`src/rtl/pc_seq_pkg.sv`:
```
package pc_seq_pkg;
  localparam int PSW_W  = 16;
  localparam int SM_BIT = 15;
  localparam int DB_BIT = 12;
  localparam int RP_BIT = 7;
  localparam int F0_BIT = 3;
  localparam int F1_BIT = 2;
  localparam int C_BIT  = 0;

  localparam logic [PSW_W-1:0] ERR_KEEP =
    PSW_W'((1 << F0_BIT) | (1 << F1_BIT) | (1 << C_BIT));
  localparam logic [PSW_W-1:0] DBG_KEEP = PSW_W'(1 << SM_BIT);

  typedef enum logic [2:0] {
    NXT_SEQ,
    NXT_LOOP,
    NXT_EXIT,
    NXT_BRANCH,
    NXT_DEBUG,
    NXT_BUS,
    NXT_ILL
  } nxt_sel_e;
endpackage

```
`src/rtl/pc_seq_loop.sv`:
```
module pc_seq_loop #(
  parameter int PC_W  = 16,
  parameter int CNT_W = 16
) (
  input  logic [PC_W-1:0]  pc_i,
  input  logic [PC_W-1:0]  end_i,
  input  logic [CNT_W-1:0] cnt_i,
  input  logic             rp_i,
  input  logic             br_taken_i,
  output logic             loop_back_o,
  output logic             loop_exit_o,
  output logic [CNT_W-1:0] cnt_dec_o
);
  localparam logic [CNT_W-1:0] ONE = CNT_W'(1);

  logic at_end;
  logic last_pass;

  assign at_end      = rp_i && (pc_i == end_i) && !br_taken_i;
  // count of zero behaves as one
  assign last_pass   = (cnt_i <= ONE);
  assign loop_back_o = at_end && !last_pass;
  assign loop_exit_o = at_end && last_pass;
  assign cnt_dec_o   = cnt_i - ONE;
endmodule

```
`src/rtl/pc_seq_trap.sv`:
```
module pc_seq_trap
  import pc_seq_pkg::*;
#(
  parameter int PC_W = 16
) (
  input  logic            bus_err_i,
  input  logic            ill_err_i,
  input  logic            db_i,
  input  logic [PC_W-1:0] pc_i,
  input  logic [PC_W-1:0] bp_addr_i,
  input  logic            br_taken_i,
  input  logic            loop_back_i,
  input  logic            loop_exit_i,
  output nxt_sel_e        sel_o,
  output logic            trap_o
);
  logic bp_hit;

  assign bp_hit = db_i && (pc_i == bp_addr_i);

  always_comb begin
    if (bus_err_i)        sel_o = NXT_BUS;
    else if (ill_err_i)   sel_o = NXT_ILL;
    else if (bp_hit)      sel_o = NXT_DEBUG;
    else if (br_taken_i)  sel_o = NXT_BRANCH;
    else if (loop_back_i) sel_o = NXT_LOOP;
    else if (loop_exit_i) sel_o = NXT_EXIT;
    else                  sel_o = NXT_SEQ;
  end

  assign trap_o = bus_err_i || ill_err_i || bp_hit;
endmodule

```
`src/rtl/pc_seq.sv`:
```
module pc_seq
  import pc_seq_pkg::*;
#(
  parameter int              PC_W     = 16,
  parameter int              CNT_W    = 16,
  parameter logic [PC_W-1:0] RESET_PC = PC_W'('hFFC0),
  parameter logic [PC_W-1:0] BUS_VEC  = PC_W'('h3FEC),
  parameter logic [PC_W-1:0] ILL_VEC  = PC_W'('h3FEE),
  parameter logic [PC_W-1:0] DBG_VEC  = PC_W'('h3FF4)
) (
  input  logic              clk_i,
  input  logic              rst_ni,
  input  logic              step_i,
  input  logic              br_taken_i,
  input  logic [PC_W-1:0]   br_target_i,
  input  logic [PC_W-1:0]   rpt_start_i,
  input  logic [PC_W-1:0]   rpt_end_i,
  input  logic [PC_W-1:0]   bp_addr_i,
  input  logic              bus_err_i,
  input  logic              ill_err_i,
  input  logic              psw_wr_i,
  input  logic [PSW_W-1:0]  psw_wdata_i,
  input  logic              cnt_wr_i,
  input  logic [CNT_W-1:0]  cnt_wdata_i,
  output logic [PC_W-1:0]   pc_o,
  output logic [PC_W+1:0]   fetch_addr_o,
  output logic [PSW_W-1:0]  psw_o,
  output logic [CNT_W-1:0]  rpt_cnt_o,
  output logic [PC_W-1:0]   bk_pc_o,
  output logic [PSW_W-1:0]  bk_psw_o,
  output logic              bk_we_o
);
  localparam logic [PC_W-1:0] PC_ONE = PC_W'(1);

  logic [PC_W-1:0]  pc_q, pc_d;
  logic [PSW_W-1:0] psw_q, psw_d;
  logic [CNT_W-1:0] cnt_q, cnt_d, cnt_dec;
  logic [PC_W-1:0]  bk_pc_q;
  logic [PSW_W-1:0] bk_psw_q;
  logic             loop_back, loop_exit, trap;
  nxt_sel_e         sel;

  pc_seq_loop #(.PC_W(PC_W), .CNT_W(CNT_W)) u_loop (
    .pc_i        (pc_q),
    .end_i       (rpt_end_i),
    .cnt_i       (cnt_q),
    .rp_i        (psw_q[RP_BIT]),
    .br_taken_i  (br_taken_i),
    .loop_back_o (loop_back),
    .loop_exit_o (loop_exit),
    .cnt_dec_o   (cnt_dec)
  );

  pc_seq_trap #(.PC_W(PC_W)) u_trap (
    .bus_err_i   (bus_err_i),
    .ill_err_i   (ill_err_i),
    .db_i        (psw_q[DB_BIT]),
    .pc_i        (pc_q),
    .bp_addr_i   (bp_addr_i),
    .br_taken_i  (br_taken_i),
    .loop_back_i (loop_back),
    .loop_exit_i (loop_exit),
    .sel_o       (sel),
    .trap_o      (trap)
  );

  always_comb begin
    pc_d  = pc_q;
    psw_d = psw_q;
    cnt_d = cnt_q;
    if (step_i) begin
      unique case (sel)
        NXT_BUS: begin
          pc_d  = BUS_VEC;
          psw_d = psw_q & ERR_KEEP;
        end
        NXT_ILL: begin
          pc_d  = ILL_VEC;
          psw_d = psw_q & ERR_KEEP;
        end
        NXT_DEBUG: begin
          pc_d  = DBG_VEC;
          psw_d = psw_q & DBG_KEEP;
        end
        NXT_BRANCH: pc_d = br_target_i;
        NXT_LOOP: begin
          pc_d  = rpt_start_i;
          cnt_d = cnt_dec;
        end
        NXT_EXIT: begin
          pc_d          = pc_q + PC_ONE;
          psw_d[RP_BIT] = 1'b0;
        end
        default: pc_d = pc_q + PC_ONE;
      endcase
    end else begin
      if (psw_wr_i) psw_d = psw_wdata_i;
      if (cnt_wr_i) cnt_d = cnt_wdata_i;
    end
  end

  assign bk_we_o = step_i && trap;

  always_ff @(posedge clk_i or negedge rst_ni) begin
    if (!rst_ni) begin
      pc_q     <= RESET_PC;
      psw_q    <= '0;
      cnt_q    <= '0;
      bk_pc_q  <= '0;
      bk_psw_q <= '0;
    end else begin
      pc_q  <= pc_d;
      psw_q <= psw_d;
      cnt_q <= cnt_d;
      if (bk_we_o) begin
        bk_pc_q  <= pc_q;
        bk_psw_q <= psw_q;
      end
    end
  end

  assign pc_o         = pc_q;
  assign fetch_addr_o = {pc_q, 2'b00};
  assign psw_o        = psw_q;
  assign rpt_cnt_o    = cnt_q;
  assign bk_pc_o      = bk_pc_q;
  assign bk_psw_o     = bk_psw_q;
endmodule

```
`config.mk`:
```
export PLATFORM = sky130hd
export DESIGN_NAME = pc_seq
export DESIGN_NICKNAME = d
export VERILOG_FILES = /design/src/rtl/pc_seq_pkg.sv /design/src/rtl/pc_seq_loop.sv /design/src/rtl/pc_seq_trap.sv /design/src/rtl/pc_seq.sv
export SDC_FILE = /design/constraint.sdc
export NUM_CORES = 1
export LEC_CHECK = 0
export CORE_UTILIZATION = 45
export CTS_BUF_LIST = sky130_fd_sc_hd__clkbuf_2
export CTS_CLUSTER_SIZE = 25
export DETAILED_ROUTE_END_ITERATION = 8
export PLACE_DENSITY_LB_ADDON = 0.15
export RECOVER_POWER = 50
export SLEW_MARGIN = 10
export SYNTH_ARGS = -nofsm -noshare
export SYNTH_HDL_FRONTEND = slang
export SYNTH_SLANG_ARGS = --single-unit
```
`constraint.sdc`:
```
create_clock -name clk_i -period 3.3 [get_ports clk_i]
set_clock_uncertainty 0.2 [all_clocks]
set_input_delay 0.66 -clock clk_i [delete_from_list [all_inputs] [get_ports clk_i]]
set_output_delay 0.66 -clock clk_i [all_outputs]
set_load 0.02 [all_outputs]
```
==> results of run 1 <==
[metal layers]
layer | part of all wire (%) | GRT usage [%] | vias to the layer above
li1 | - | - | 2314
met1 | 39 | 35.4 | 2358
met2 | 49 | 48.1 | 268
met3 | 8.8 | 6.50 | 35
met4 | 2.4 | 10.4 | 0
met5 | 0 | 0 | -
[flip-flops by register name, indices dropped and copies added (netlist names)]
register	count
pc_o	16
psw_o	16
bk_pc_o	16
rpt_cnt_o	16
bk_psw_o	16
[power by group through the flow]
stage | logic, uW | registers (uW) | clock network (uW)
finish | 995 | 1190 | 589
global placement | 971 | 1200 | 0
floorplan | 370 | 1320 | 0
global route | 1050 | 1200 | 638
CTS | 996 | 1190 | 602
detailed placement | 986 | 1210 | 0
[cells by family (layout without fill, tap and decap cells)]
kind of cell | after synthesis | count (layout) | share of synthesized area [%]
AND/OR/NAND/NOR | 192 | 192 | 20.6
AO/OA/AOI/OAI | 116 | 116 | 15.4
flip-flops | 80 | 80 | 40.5
buffers and inverters | 72 | 283 | 8.28
XOR/XNOR | 35 | 35 | 6.99
multiplexers | 33 | 33 | 7.40
adder cells (fa/ha/maj) | 3 | 3 | 0.755
other | 1 | 3 | 0.0754
[per-stage QoR]
| step | hold slack [ns] | power, uW | utilization (%) | std cells |
|---|---|---|---|---|
| 2_1_floorplan | 0.164 | 1690 | - | 533 |
| 3_3_place_gp | 0.264 | 2170 | 66.5 | 864 |
| 3_5_place_dp | 0.271 | 2190 | 66.5 | 864 |
| 4_1_cts | 0.0563 | 2790 | 68.0 | 883 |
| 5_1_grt | 0.353 | 2900 | 68.1 | 885 |
| 6_report | 0.321 | 2770 | 68.1 | 885 |
[critical path, cell delays in order]
cell and delay [ns]:
clkdlybuf4s50_1 0.47, xnor2_1 0.12, nand4_1 0.21, nor4_4 0.36, and2_4 0.22, o21ai_4 0.05, inv_1 0.09, buf_4 0.15
[cells in the final DEF (no fill, tap or decap), drive strengths merged, types with 4 or more instances in the layout]
cell             n
mux2            30
dfstp           10
xor2             6
nor2            18
and2             6
o22ai           10
a311oi           4
nor4             7
and3             8
nand2           68
o21ai           25
nand4           19
buf             57
a21oi           23
clkdlybuf4s50  197
nand3           27
a31o             5
dfrtp           70
xnor2           29
nor2b            5
a211oi          10
inv             15
or3              6
a31oi           17
clkbuf          10
nor3            11
[repair_timing]
action	in CTS	in global routing
setup buffers	3	1
hold endpoints to repair	0	0
resized for setup	7	1
endpoints found under the setup margin	1	1
pin swaps	3	2
[layout make-up]
class	instances	area, sq um
Fill cell	918	3450
Multi-Input combinational cell	381	2570
Timing Repair Buffer	256	2410
Sequential cell	80	2010
Tap cell	140	175
Clock inverter	7	83.8
Clock buffer	9	45.0
Inverter	11	41.3
Antenna cell	1	2.50
[path summary, 6_finish.rpt]
path                                    from           end  slack (ns)  depth (start not counted)
worst max-delay path            bp_addr_i[0]       bk_we_o        0.11                          8
worst min-delay path              bk_pc_o[8]    bk_pc_o[8]        0.32                          2
worst max register to register  rpt_cnt_o[3]       pc_o[5]        0.30                          8
worst min register to register    bk_pc_o[8]    bk_pc_o[8]        0.32                          2
max in group asynchronous             rst_ni  rpt_cnt_o[6]        1.29                          1
min in group asynchronous             rst_ni    bk_pc_o[7]        0.42                          1
==> qor.yml, run 1 <==
sta:
  slew_viol_final: 81
  fin_crit_ns: 3.19
  setup_viol: 0
  rsz0062_at_grt: "false"
  tightest_slew_ns: 2.03
  fin_setup_tns_ns: 0
  fin_ws_ns: 0.105
  hold_viol: 0
  maxSlewHeadroom_pct: -35.3
  finalCritPeriodShare_pct: 96.8
  max_freq_ghz: 0.313
synth:
  synth.ff_latch_count: 80
  synth-seq-area-share_pct: 40.5
  synth.distinct_cells: 67
  synth.most_common_cell: "dfrtp_1"
  synth_area_per_cell_sq_um: 9.35
  synth_cells: 532
  netlist.top_cell.by_area: "dfrtp_1"
  netlist_area_sq_um: 4970
  synth_area_leaders: "dfrtp_1, mux2_2, dfstp_2, nand2_1, xnor2_1"
  synth_top_area_share_pct: 35.2
  synthFlopType: "dfrtp_1"
  yosys-top-cells-count: "dfrtp_1, nand2_1, mux2_2"
  synthArstFlopShare_pct: 100
  yosysWarnings: 0
  synth_edf_count: 0
pwr:
  p_sw_uw: 983
  internal_power_uw: 1790
  ir_worst_vdd_uv: 297
  p_seq_share_pct: 42.9
  pwr-share-clk_pct: 21.2
  leakage_uw: 0.00293
  power-per-cell-area_nw_per_um2: 378
  swShare_pct: 35.4
  pwr-share-comb_pct: 35.9
routing:
  routed_wl_mm: 16.5
  antenna_left: 0
  vias: 4975
  via_per_inst: 5.62
  first_pass_iters: 5
  detail_route.wl_per_cell_um: 18.6
  drt_iter0_drc: 462
  drc: 0
run:
  cap_violations: 1
clocking:
  holdBufCountCts: 0
  numCtsBuffers: 9
  clk_pin_slew_worst_paths_ns: 0.25
  clockBufferDepth: 2
  tritoncts: "yes"
  htreeDepth: 3
  worstSkewPairLatency_ns: 0.55
  cts_sinks: 80
  clockRootBuffer: "clkbuf_2"
placement:
  io_buffer_count: 200
  gp_congestion: 0.894
  placed_area_sq_um: 7180
  pre_cts_ws_ns: -0.455
  hpwl_mm: 12.3
outcome:
  violations: "capacitance limit, slew limit"
  status: "finished with violations"
die:
  row_count: 38
  core_sq_um: 10800
  dieWidth_um: 107
  die_area_sq_um: 11500
  initial_core_util_pct: 46.1
  die_h_um: 107
  io_pins: 203
worst_setup_path:
  worstPathArrival_ns: 2.33
  cp-end-kind: "primary output"
  crit_required_ns: 2.44
  crit_fanout: 2
  start_kind: "primary input"
  path_class: "in -> out"
finish:
  final_area_sq_um: 7350
  syn_to_final_growth_pct: 47.7
  layout-drive-gt1-share_pct: 18.3
  final_nets: 846
global_routing:
  gr-total-overflow: 0
  track_usage_pct: 28.4
  grt_pass1_wl_mm: 24.8
  grt_max_degree: 81
  grt_pass1_vias: 4794
  antenna_found_initial: 1
hold_path:
  hold_path_class: "reg -> reg"
Power figures use the tool's default switching activity.
==> run 2, diff against run 1 <==
--- a/constraint.sdc
+++ b/constraint.sdc
@@ -4,2 +4,2 @@
 set_output_delay 0.66 -clock clk_i [all_outputs]
-set_load 0.02 [all_outputs]
+set_load 0.05 [all_outputs]
==> qor.yml, run 2 (synthesized netlist as in run 1, its figures left out) <==
run:
  cap_violations: 1  # unchanged
routing:
  first_pass_iters: 5  # unchanged
  wl_met2_mm: 7.98  # -1.9%
  via_per_inst: 5.76  # +2.4%
  routed_wl_mm: 16.4  # -0.64%
  antenna_left: 0  # unchanged
  detail_route.wl_per_cell_um: 18.6  # about the same
  vias: 5065  # +1.8%
  wl_met3_mm: 1.30  # -11%
  wl_met1_mm: 6.58  # +1.2%
  drt_iter0_drc: 475  # +2.8%
  drc: 0  # unchanged
  highest_layer: "met4"
hold_path:
  hold-path-endpoint: "bk_pc_o[8]"
  hold_path_class: "reg -> reg"
  hp-start: "bk_pc_o[8]"
  hold_depth: 2  # unchanged
finish:
  final_nets: 842  # -0.47%
  final_cell_mix: "clkdlybuf4s50_1, nand2_1, dfrtp_1"
  multi_input_area_sq_um: 2590  # +0.88%
  layout-drive-gt1-share_pct: 19.1  # +0.77 points
  syn_to_final_growth_pct: 47.6  # about the same
  final_common_cell: "clkdlybuf4s50_1"
  n_antenna_cell: 0  # -1
  ff_latch_area_sq_um: 2020  # +0.31%
  fillers: 878  # -4.4%
sta:
  slew_viol_final: 81  # unchanged
  finalCritPeriodShare_pct: 98.7  # +1.9 points
  setup_viol: 0  # unchanged
  fin_setup_tns_ns: 0  # unchanged
  fin_ws_ns: 0.0440  # -0.0613 ns
  tightest_slew_ns: 1.99  # -0.0352 ns
  maxSlewHeadroom_pct: -33.0  # +2.3 points
  hold_viol: 0  # unchanged
  rsz0062_at_grt: "true"
  fin_crit_ns: 3.26  # +0.0613 ns
  max_freq_ghz: 0.307  # -1.9%
worst_setup_path:
  worst_r2r_path_depth: 9  # +1
  worstPathArrival_ns: 2.40  # +0.07 ns
  cp-end-kind: "primary output"
  r2r_end: "pc_o[11]"
  cp_top_family: "simple AND/OR/NAND/NOR gates"
  crit_fanout: 2  # unchanged
  path_class: "reg -> out"
  crit_path_cell_trace: "xnor2_2, nand4_1, nor4_4, and2_4, o21ai_4, inv_2, buf_12"
  path_buf_inv: 2  # -1
  crit_required_ns: 2.44  # about the same
  crit_path_max_incr_delay_ns: 0.64  # +0.17 ns
  r2r_start: "pc_o[15]"
  worst-r2r-setup-slack_ns: 0.33  # +0.03 ns
  start_kind: "flop"
  crit_slowest_cell: "dfstp_2"
outcome:
  violations: "capacitance limit, slew limit"
  status: "finished with violations"
clocking:
  clockBufferDepth: 2  # unchanged
  holdBufCountCts: 0  # unchanged
  clockRootBuffer: "clkbuf_2"
  worstSkewPairLatency_ns: 0.57  # +0.02 ns
  clk_pin_slew_worst_paths_ns: 0.26  # about the same
  htreeDepth: 3  # unchanged
  tritoncts: "yes"
  numCtsBuffers: 9  # unchanged
  cts_sinks: 80  # unchanged
die:
  die_h_um: 107  # unchanged
  initial_core_util_pct: 46.1  # unchanged
  die_area_sq_um: 11500  # unchanged
  dieWidth_um: 107  # unchanged
  row_count: 38  # unchanged
  core_sq_um: 10800  # unchanged
  io_pins: 203  # unchanged
global_routing:
  track_usage_pct: 28.9  # +0.46 points
  grt_max_degree: 81  # unchanged
  grt_pass1_wl_mm: 25.3  # +1.9%
  gr-total-overflow: 0  # unchanged
  antenna_found_initial: 0  # -1
  grt_pass1_vias: 4831  # +0.77%
placement:
  gp_congestion: 0.891  # -0.29%
  pre_cts_ws_ns: -0.0658  # +0.389 ns
  io_buffer_count: 200  # unchanged
  hpwl_mm: 11.8  # -3.7%
pwr:
  leakage_uw: 0.00292  # -0.35%
  power-per-cell-area_nw_per_um2: 410  # +8.5%
  pwr-share-comb_pct: 42.3  # +6.4 points
  p_sw_uw: 1280  # +31%
  internal_power_uw: 1720  # -3.7%
  p_seq_share_pct: 40.0  # -2.9 points
  pwr-share-clk_pct: 17.7  # -3.5 points
  swShare_pct: 42.7  # +7.2 points
  ir_worst_vdd_uv: 294  # -1.0%
-- run 2: what timing repair did --
item                                   4_1_cts  5_1_grt
pin swaps                                    1        5
endpoints found under the hold margin        0        0
setup buffers                               10        7
resized for setup                            8        4
setup endpoints to repair                    1        1
-- run 2: how the worst max path moves through the flow --
stage | startpoint | endpoint | cells past startpoint
2_1_floorplan | pc_o[1] | bk_we_o | 9
3_3_place_gp | bp_addr_i[14] | bk_we_o | 8
3_5_place_dp | bp_addr_i[14] | bk_we_o | 8
4_1_cts | pc_o[6] | bk_we_o | 7
5_1_grt | pc_o[11] | bk_we_o | 7
6_report | pc_o[14] | bk_we_o | 7
-- run 2: per-stage QoR --
step	hold WS, ns	utilization (%)	total power [uW]	instances	area (sq um)
floorplan	0.164	-	1980	533	4980
global placement	0.267	65.4	2440	847	7060
detailed placement	0.278	65.4	2460	847	7060
CTS	0.0299	67.4	3010	873	7270
global route	0.363	68.0	3140	880	7340
finish	0.327	68.0	3010	880	7340
-- run 2: metal layers --
metal | GRT usage (%) | vias to the layer above
met2 | 47.3 | 266
met1 | 37.1 | 2447
met4 | 12.9 | 0
met3 | 5.53 | 37
li1 | - | 2315
met5 | 0 | -
-- run 2: power groups by stage --
stage / clock network [uW] / registers, uW / logic [uW]
floorplan: 0 / 1560 / 415
global placement: 0 / 1230 / 1210
detailed placement: 0 / 1240 / 1220
CTS: 548 / 1210 / 1250
global route: 586 / 1220 / 1340
finish: 533 / 1200 / 1270
-- run 2: tightest hold or removal path, delay by kind of cell (launching register included) --
family	cells	cell delay (ns)
and+or+nand+nor	1	0.05
AOI/OAI and AO/OA	1	0.06
DFF	1	0.41
-- run 2: layout make-up --
class,count,share of cell area [%]
clock buffer,9,0.613
clock inverter,7,0.954
inverter,11,0.562
multi-input combinational,381,35.3
sequential,80,27.5
tap,140,2.39
timing repair buffer,252,32.7
==> run 3, diff against run 2 <==
--- a/config.mk
+++ b/config.mk
@@ -9,3 +9,4 @@
 export CTS_BUF_LIST = sky130_fd_sc_hd__clkbuf_2
-export CTS_CLUSTER_SIZE = 25
+export CTS_CLUSTER_DIAMETER = 30
+export CTS_CLUSTER_SIZE = 30
 export DETAILED_ROUTE_END_ITERATION = 8
--- a/constraint.sdc
+++ b/constraint.sdc
@@ -4,2 +4,2 @@
 set_output_delay 0.66 -clock clk_i [all_outputs]
-set_load 0.05 [all_outputs]
+set_load 0.01 [all_outputs]
==> qor.yml, run 3 (synthesized netlist as in run 1, its figures left out) <==
pwr:
  ir_worst_vdd_uv: 294  # +0.32%
  leakage_uw: 0.00292  # -0.16%
  power-per-cell-area_nw_per_um2: 353  # -14%
sta:
  hold_viol: 0  # unchanged
  setup_viol: 0  # unchanged
  rsz0062_at_grt: "false"
  fin_crit_ns: 3.15  # -0.109 ns
  slew_viol_final: 81  # unchanged
  fin_ws_ns: 0.153  # +0.109 ns
  maxSlewHeadroom_pct: -32.7  # +0.30 points
  finalCritPeriodShare_pct: 95.3  # -3.3 points
  tightest_slew_ns: 1.99  # -0.00456 ns
  max_freq_ghz: 0.318  # +3.5%
global_routing:
  grt_pass1_vias: 4934  # +2.1%
  gr-total-overflow: 0  # unchanged
  grt_max_degree: 81  # unchanged
  antenna_found_initial: 0  # unchanged
  track_usage_pct: 28.9  # about the same
  grt_pass1_wl_mm: 25.4  # +0.35%
clocking:
  cts_sinks: 80  # unchanged
  clockRootBuffer: "clkbuf_2"
  worstSkewPairLatency_ns: 0.59  # +0.02 ns
  numCtsBuffers: 9  # unchanged
  clk_pin_slew_worst_paths_ns: 0.24  # -0.02 ns
  tritoncts: "yes"
  clockBufferDepth: 2  # unchanged
  htreeDepth: 3  # unchanged
hold_path:
  hold_depth: 2  # unchanged
  hold_path_class: "reg -> reg"
outcome:
  status: "finished with violations"
  violations: "capacitance limit, slew limit"
routing:
  first_pass_iters: 6  # +1
  vias: 5018  # -0.93%
  routed_wl_mm: 16.4  # +0.10%
  drt_iter0_drc: 398  # -16%
  antenna_left: 0  # unchanged
  detail_route.wl_per_cell_um: 18.6  # about the same
  via_per_inst: 5.70  # -1.0%
  drc: 0  # unchanged
placement:
  gp_congestion: 0.905  # +1.6%
  io_buffer_count: 200  # unchanged
  pre_cts_ws_ns: -0.353  # -0.287 ns
  hpwl_mm: 12.3  # +4.0%
  placed_area_sq_um: 7170  # +1.6%
worst_setup_path:
  crit_slowest_cell: "dfstp_2"
  cp-end-kind: "primary output"
  crit_path_cell_trace: "xnor2_1, nand4_1, nor4_4, and2_4, o21ai_4, inv_1, buf_2"
  path_buf_inv: 2  # unchanged
  worst_r2r_path_depth: 9  # unchanged
  crit_path_max_incr_delay_ns: 0.60  # -0.04 ns
  path_class: "reg -> out"
  worstPathArrival_ns: 2.29  # -0.11 ns
  crit_fanout: 2  # unchanged
  worst-path-stages: 7  # unchanged
  start_kind: "flop"
  cp_top_family: "simple AND/OR/NAND/NOR gates"
  crit_required_ns: 2.44  # about the same
finish:
  layout-drive-gt1-share_pct: 17.7  # -1.4 points
  ff_latch_area_sq_um: 2010  # -0.31%
  syn_to_final_growth_pct: 46.4
  final_common_cell: "clkdlybuf4s50_1"
  final_area_sq_um: 7280  # -0.84%
  n_antenna_cell: 0  # unchanged
  final_nets: 843  # +0.12%
  multi_input_area_sq_um: 2570  # -0.87%
  final_cell_mix: "clkdlybuf4s50_1, dfrtp_1, nand2_1"
  fillers: 923  # +5.1%
die:
  initial_core_util_pct: 46.1  # unchanged
  io_pins: 203  # unchanged
  die_h_um: 107  # unchanged
  core_sq_um: 10800  # unchanged
  row_count: 38  # unchanged
  dieWidth_um: 107  # unchanged
  die_area_sq_um: 11500  # unchanged
run:
  cap_violations: 1  # unchanged
run 3: cell types whose count changed in the layout (fill, tap and decap cells not counted), sizes merged:
cell           previous run  this run
clkbuf                   10        14
dlygate4sd3               0        32
clkdlybuf4s50           198       166
inv                      15        13
clkinv                    2         3
buf                      53        51
run 3: timing repair:
| action | 4_1_cts | 5_1_grt |
|---|---|---|
| hold buffers | 0 | 0 |
| setup endpoints to repair | 1 | 1 |
| setup buffers | 2 | 0 |
| pin swaps | 3 | 4 |
| gates resized for setup | 7 | 0 |
| endpoints found under the hold margin | 0 | 0 |
run 3: tightest hold or removal path, cell delays in order (launching register included):
cell	delay, ns
dfrtp_1	0.41
nand2_1	0.05
o21ai_0	0.06
run 3: final cells by class:
class,count,share of cell area [%]
inverter,11,0.567
clock inverter,6,0.687
sequential,80,27.7
clock buffer,10,0.687
timing repair buffer,253,32.7
multi-input combinational,381,35.3
tap,140,2.41
run 3: routing by layer:
metal,wire (um),global-route usage (%),up-vias
li1,-,-,2310
met3,1330,6.14,34
met4,481,12.8,0
met5,0,0,-
met1,6490,35.7,2411
met2,8090,48.5,263
run 3: worst paths after layout:
| check | end | start | slack [ns] |
|---|---|---|---|
| worst max register to register | rpt_cnt_o[10] | pc_o[0] | 0.35 |
| worst max-delay path | bk_we_o | pc_o[6] | 0.15 |
| min in group asynchronous | pc_o[5] | rst_ni | 0.40 |
| worst min register to register | bk_pc_o[8] | bk_pc_o[8] | 0.33 |
| worst min-delay path | bk_pc_o[8] | bk_pc_o[8] | 0.33 |
| max in group asynchronous | rpt_cnt_o[6] | rst_ni | 1.33 |
run 3: power by group:
| group | internal [uW] | total [uW] | switching (uW) |
|---|---|---|---|
| Combinational | 484 | 874 | 390 |
| Clock | 114 | 508 | 394 |
| Sequential | 1090 | 1190 | 94.4 |
run 3: through the flow:
| step | power (uW) | instances | setup TNS (ns) | utilization, % | hold slack, ns |
|---|---|---|---|---|---|
| 2_1_floorplan | 1600 | 533 | 0 | - | 0.164 |
| 3_3_place_gp | 2070 | 863 | -0.351 | 66.5 | 0.266 |
| 3_5_place_dp | 2090 | 863 | -0.511 | 66.5 | 0.278 |
| 4_1_cts | 2600 | 881 | 0 | 67.6 | 0.0406 |
| 5_1_grt | 2690 | 881 | 0 | 67.5 | 0.352 |
| 6_report | 2570 | 881 | 0 | 67.5 | 0.326 |
